**config.mk**
```make
export PLATFORM = sky130hd
export DESIGN_NAME = insn_supp_seq
export DESIGN_NICKNAME = d
export VERILOG_FILES = /design/src/rtl/insn_supp_pkg.sv /design/src/rtl/insn_supp_decide.sv /design/src/rtl/insn_supp_timer.sv /design/src/rtl/insn_supp_seq.sv
export SDC_FILE = /design/constraint.sdc
export NUM_CORES = 1
export LEC_CHECK = 0
export BUFFER_PORTS_ARGS = -buffer_cell sky130_fd_sc_hd__clkbuf_2
export CORE_MARGIN = 3
export CORE_UTILIZATION = 48
export CTS_BUF_LIST = sky130_fd_sc_hd__clkbuf_16
export DETAILED_ROUTE_END_ITERATION = 10
export GPL_TIMING_DRIVEN = 0
export PLACE_DENSITY = 0.83
export SLEW_MARGIN = 20
export SYNTH_ARGS = -nofsm -noshare
export SYNTH_HDL_FRONTEND = slang
export SYNTH_SLANG_ARGS = --single-unit
```
**constraint.sdc**
```tcl
create_clock -name clk -period 1.85 [get_ports clk]
set_clock_uncertainty 0.1 [all_clocks]
set_input_delay 0.185 -clock clk [delete_from_list [all_inputs] [get_ports clk]]
set_output_delay 0.185 -clock clk [all_outputs]
set_load 0.005 [all_outputs]
```
**src/rtl/insn_supp_pkg.sv**
```systemverilog
`timescale 1ns/1ps
package insn_supp_pkg;

    typedef enum logic [1:0] {
        CLS_OTHER  = 2'd0,
        CLS_MOVI   = 2'd1,
        CLS_BRANCH = 2'd2,
        CLS_TEST   = 2'd3
    } insn_cls_e;

    typedef enum logic [1:0] {
        SUP_NONE  = 2'd0,
        SUP_SKIP  = 2'd1,
        SUP_STACK = 2'd2
    } supp_kind_e;

    typedef enum logic {
        SLOT_IDLE = 1'b0,
        SLOT_HOLD = 1'b1
    } slot_state_e;

endpackage

```
**src/rtl/insn_supp_decide.sv**
```systemverilog
`timescale 1ns/1ps
module insn_supp_decide
    import insn_supp_pkg::*;
#(
    parameter int DEST_W = 3
) (
    input  logic              clk,
    input  logic              rst_n,
    input  logic              accept,
    input  logic [1:0]        cls,
    input  logic [DEST_W-1:0] dest,
    input  logic              redirect,
    input  logic              skip_cond,
    output supp_kind_e        kind
);

    logic              skip_pend;
    logic              run_valid;
    logic [DEST_W-1:0] run_dest;
    logic              is_movi;
    logic              continues_run;

    assign is_movi       = (insn_cls_e'(cls) == CLS_MOVI);
    assign continues_run = is_movi && run_valid && (dest == run_dest) && !redirect;

    // Priority order: pending skip first, then stacking.
    always_comb begin
        if (skip_pend) begin
            kind = SUP_SKIP;
        end else if (continues_run) begin
            kind = SUP_STACK;
        end else begin
            kind = SUP_NONE;
        end
    end

    always_ff @(posedge clk or negedge rst_n) begin
        if (!rst_n) begin
            skip_pend <= 1'b0;
            run_valid <= 1'b0;
            run_dest  <= '0;
        end else if (accept) begin
            unique case (kind)
                SUP_SKIP: begin
                    skip_pend <= 1'b0;
                    run_valid <= 1'b0;
                end
                SUP_STACK: begin
                    skip_pend <= 1'b0;
                end
                default: begin
                    skip_pend <= skip_cond;
                    run_valid <= is_movi;
                    if (is_movi) begin
                        run_dest <= dest;
                    end
                end
            endcase
        end
    end


    skip_not_chained_chk: assert property (@(posedge clk) disable iff (!rst_n)
        (accept && kind != SUP_NONE) |=> !skip_pend);


    run_capture_chk: assert property (@(posedge clk) disable iff (!rst_n)
        (accept && kind == SUP_NONE && is_movi) |=> (run_valid && run_dest == $past(dest)));


    skip_breaks_run_chk: assert property (@(posedge clk) disable iff (!rst_n)
        (accept && kind == SUP_SKIP) |=> !run_valid);

endmodule

```
**src/rtl/insn_supp_timer.sv**
```systemverilog
`timescale 1ns/1ps
module insn_supp_timer #(
    parameter int CYC_W = 4
) (
    input  logic             clk,
    input  logic             rst_n,
    input  logic             load,
    input  logic [CYC_W-1:0] load_val,
    output logic [CYC_W-1:0] cnt
);

    localparam logic [CYC_W-1:0] ONE = CYC_W'(1);

    always_ff @(posedge clk or negedge rst_n) begin
        if (!rst_n) begin
            cnt <= '0;
        end else if (load) begin
            cnt <= (load_val == '0) ? '0 : load_val - ONE;
        end else if (cnt != '0) begin
            cnt <= cnt - ONE;
        end
    end


    count_step_chk: assert property (@(posedge clk) disable iff (!rst_n)
        (!load && cnt != '0) |=> (cnt == $past(cnt) - ONE));

endmodule

```
**src/rtl/insn_supp_seq.sv**
```systemverilog
`timescale 1ns/1ps
module insn_supp_seq
    import insn_supp_pkg::*;
#(
    parameter int DEST_W = 3,
    parameter int CYC_W  = 4
) (
    input  logic              clk,
    input  logic              rst_n,
    input  logic              insn_valid,
    output logic              insn_ready,
    input  logic [1:0]        insn_class,
    input  logic [DEST_W-1:0] insn_dest,
    input  logic [CYC_W-1:0]  insn_cycles,
    input  logic              insn_redirect,
    input  logic              insn_skip_cond,
    output logic              issue,
    output logic              exec_en,
    output logic [1:0]        supp_kind,
    output logic [CYC_W-1:0]  busy_cnt
);

    localparam logic [CYC_W-1:0] ONE = CYC_W'(1);

    slot_state_e state_q, state_d;
    supp_kind_e  kind_w;
    logic        accept;

    assign insn_ready = (state_q == SLOT_IDLE);
    assign accept     = insn_valid && insn_ready;

    insn_supp_decide #(.DEST_W(DEST_W)) decide_i (
        .clk       (clk),
        .rst_n     (rst_n),
        .accept    (accept),
        .cls       (insn_class),
        .dest      (insn_dest),
        .redirect  (insn_redirect),
        .skip_cond (insn_skip_cond),
        .kind      (kind_w)
    );

    insn_supp_timer #(.CYC_W(CYC_W)) timer_i (
        .clk      (clk),
        .rst_n    (rst_n),
        .load     (accept),
        .load_val (insn_cycles),
        .cnt      (busy_cnt)
    );

    // Next-state logic.
    always_comb begin
        state_d = state_q;
        unique case (state_q)
            SLOT_IDLE: if (accept && insn_cycles > ONE) state_d = SLOT_HOLD;
            SLOT_HOLD: if (busy_cnt == ONE)              state_d = SLOT_IDLE;
            default:                                     state_d = SLOT_IDLE;
        endcase
    end

    // State register.
    always_ff @(posedge clk or negedge rst_n) begin
        if (!rst_n) state_q <= SLOT_IDLE;
        else        state_q <= state_d;
    end

    // Output register.
    always_ff @(posedge clk or negedge rst_n) begin
        if (!rst_n) begin
            issue     <= 1'b0;
            exec_en   <= 1'b0;
            supp_kind <= SUP_NONE;
        end else begin
            issue     <= accept;
            exec_en   <= accept && (kind_w == SUP_NONE);
            supp_kind <= accept ? kind_w : SUP_NONE;
        end
    end


    issue_follows_accept_chk: assert property (@(posedge clk) disable iff (!rst_n)
        accept |=> issue);


    no_spurious_issue_chk: assert property (@(posedge clk) disable iff (!rst_n)
        !accept |=> !issue);


    ready_matches_count_chk: assert property (@(posedge clk) disable iff (!rst_n)
        insn_ready == (busy_cnt == '0));


    quiet_outside_issue_chk: assert property (@(posedge clk) disable iff (!rst_n)
        !issue |-> (!exec_en && supp_kind == 2'd0));


    kind_code_range_chk: assert property (@(posedge clk) disable iff (!rst_n)
        supp_kind != 2'd3);

endmodule

```
==> metrics.csv <==
metric,value,unit
status,"finished, final reports clean",
Worst Tran Pin Value,334.9,ps
global-route wire length before repair,2490,µm
DR vias/cell,5.275,
worst path cell trace,"nand2b_4, buf_6, or4b_4, mux2_4",
crit path max-delay cell type,or4b_4,
Vias,575,
Cells on Worst Hold Path,2,
Hold EP,decide_i.run_dest[1]$_DFFE_PN0P_,
R2R depth,4,
Global Route Usage Sum,17.74,%
clk_lat worst skew,240,ps
Inserted Clock Buffers,3,
DR WL/cell,14.10,µm
nets,112,
Crit path largest cell delay,560,ps
#FFs+latches synth,14,
cells after synthesis,67,
Setup Crit Path Kind,reg2reg,
WP data arrival,1800,ps
unrepaired setup endpoints after global routing,false,
clock transition at the registers of the reported paths,50,ps
highest routing layer actually used,met3,
VDD IR-drop max,959.7,µV
flop-to-flop setup slack,80,ps
crit-path max FO,9,
Routed Wire Length,1537,µm
antenna violations before repair,0,
"Top FF cell, synth",dfrtp_1,
DR iter-0 viols,12,
Setup TNS,0,ps
Ys Warns,0,
Final Hold Fails,0,
final worst-path cycle share,95.72,%
CTS Buffer Depth,2,
core area,1366,µm²
htree depth,1,
Final min period,1771,ps
Post-synth EDFFs,0,
met2 wire len,802,µm
Startpoint Class,register,
HP Class,in2reg,
CP Capture Type,register,
# diodes,0,
gpl congestion,0.7349,
DP Area,864.6,µm²
Synth cell types,27,
Post-Route M1 WL,676,µm
CP required,1880,ps
Antenna Nets Post-Route,0,
IO Pins,23,
CTS Root Cell,clkbuf_16,
clock sinks,14,
CP top delay family,simple AND/OR/NAND/NOR gates,
post-synthesis sequential area ratio,47.62,%
design area,953.4,µm²
post-layout util,69.78,%
Worst R2R Start,state_q$_DFF_PN0_,
drt first pass iters,2,
Hold Startpoint,insn_dest[1],
Async SR Flop Fraction,100.0,%
layout cells sized above 1,35.11,%
cell area after synthesis,735.7,µm²
CTS tree,yes,
met3 wire len,58,µm
most frequent cells in the layout,"22 x clkbuf_2, 14 x dfrtp_1, 6 x inv_1",
LEAKAGE,0.4936,nW
max-cap viol count,0,
cts hold-fix bufs,1,
worst path buffer plus inverter count,1,
row count,13,
I/O Buffers,22,
hpwl dp,1081,µm
Pwr Density,1522,nW/µm²
Die X,45.15,µm
Max Transition Viols Final,0,
Design Power,1.451,mW
grt ovf,0,
DRC viols,0,
worst r2r dst,decide_i.run_dest[2]$_DFFE_PN0P_,
Die H,45.15,µm
effective utilization at floorplan,53.85,%
"commonest non-fill, non-tap cell in the layout",clkbuf_2,
pin count of the biggest net entering global routing,15,
number of global-route vias before repair,571,
Finish-stage setup viols,0,
Avg Inst Size Synth,10.98,µm²
Die ar.,2039,µm²
postcts setup bufs,0,
CTS resizes,0,
syn_nets,84,
relative slew slack,77.67,%
Area Overhead vs Synth,29.59,%
Max Fclk,564.7,MHz
==> cells in the mapped netlist, drive strengths merged, types with 2 or more instances <==
library cell | instances | area [µm²]
nor3 | 3 | 15.01
ha | 3 | 37.54
a211oi | 2 | 15.01
nor2 | 3 | 11.26
xnor2 | 4 | 35.03
nand2 | 3 | 11.26
dfrtp | 14 | 350.3
mux2 | 4 | 56.30
or3 | 2 | 12.51
inv | 6 | 22.52
a21oi | 4 | 20.02
o21ai | 5 | 25.02
==> layout make-up <==
type / count / area, µm²
Timing Repair Buffer: 23 / 120.1
Multi-Input combinational cell: 46 / 351.6
Tap cell: 15 / 18.77
Fill cell: 107 / 412.9
Inverter: 6 / 22.52
Clock buffer: 3 / 75.07
Sequential cell: 14 / 350.3
Clock inverter: 1 / 3.754
Buffer: 1 / 11.26
==> sequential cells by signal, indices dropped and copies added, names as in the netlist <==
register            cells
decide_i.skip_pend      1
supp_kind               2
timer_i.cnt             4
state_q                 1
exec_en                 1
decide_i.run_dest       3
issue                   1
decide_i.run_valid      1
==> kinds of logic after synthesis <==
kind of cell	count (synthesis)	synth area share [%]
buffers and inverters	7	4.592
XOR/XNOR	4	4.761
AO/OA/AOI/OAI	15	12.42
flip-flops	14	47.62
multiplexers	5	9.013
AND/OR/NAND/NOR	19	16.50
adder cells (fa/ha/maj)	3	5.103
==> per-stage QoR <==
step / std cells / hold WS (ps) / setup slack [ps]
2_1_floorplan: 67 / -210.6 / 132.1
3_3_place_gp: 104 / -0.08338 / 90.38
3_5_place_dp: 104 / 3.147 / 81.26
4_1_cts: 109 / 98.88 / 77.37
5_1_grt: 109 / 103.8 / 43.47
6_report: 109 / 100.8 / 79.24
==> worst max path at each step <==
stage,start,to,cells after the start,slack [ps]
after CTS,state_q$_DFF_PN0_,decide_i.run_dest[2]$_DFFE_PN0P_,4,80
after global routing,state_q$_DFF_PN0_,decide_i.run_dest[2]$_DFFE_PN0P_,4,40
after floorplan,state_q$_DFF_PN0_,decide_i.run_dest[0]$_DFFE_PN0P_,4,130
after detailed placement,state_q$_DFF_PN0_,decide_i.run_dest[0]$_DFFE_PN0P_,4,80
after global placement,state_q$_DFF_PN0_,decide_i.run_dest[2]$_DFFE_PN0P_,4,90
final,state_q$_DFF_PN0_,decide_i.run_dest[2]$_DFFE_PN0P_,4,80
==> report_power, final <==
part	switching, mW	leakage, nW	internal (mW)
Sequential	0.107	0.177	0.423
Clock	0.121	0.0385	0.285
Combinational	0.247	0.278	0.268
==> layer usage <==
metal  GRT usage (%)  vias to the layer above
met3           4.781                        0
met5               0                        -
li1                -                      289
met2           30.23                       15
met1           20.20                      271
met4           8.772                        0
==> worst register-to-register path: stages (launching register included) <==
cell	delay, ps
dfrtp_1	400
nand2b_4	150
buf_6	130
or4b_4	560
mux2_4	320
(Power assumes the default switching activity.)
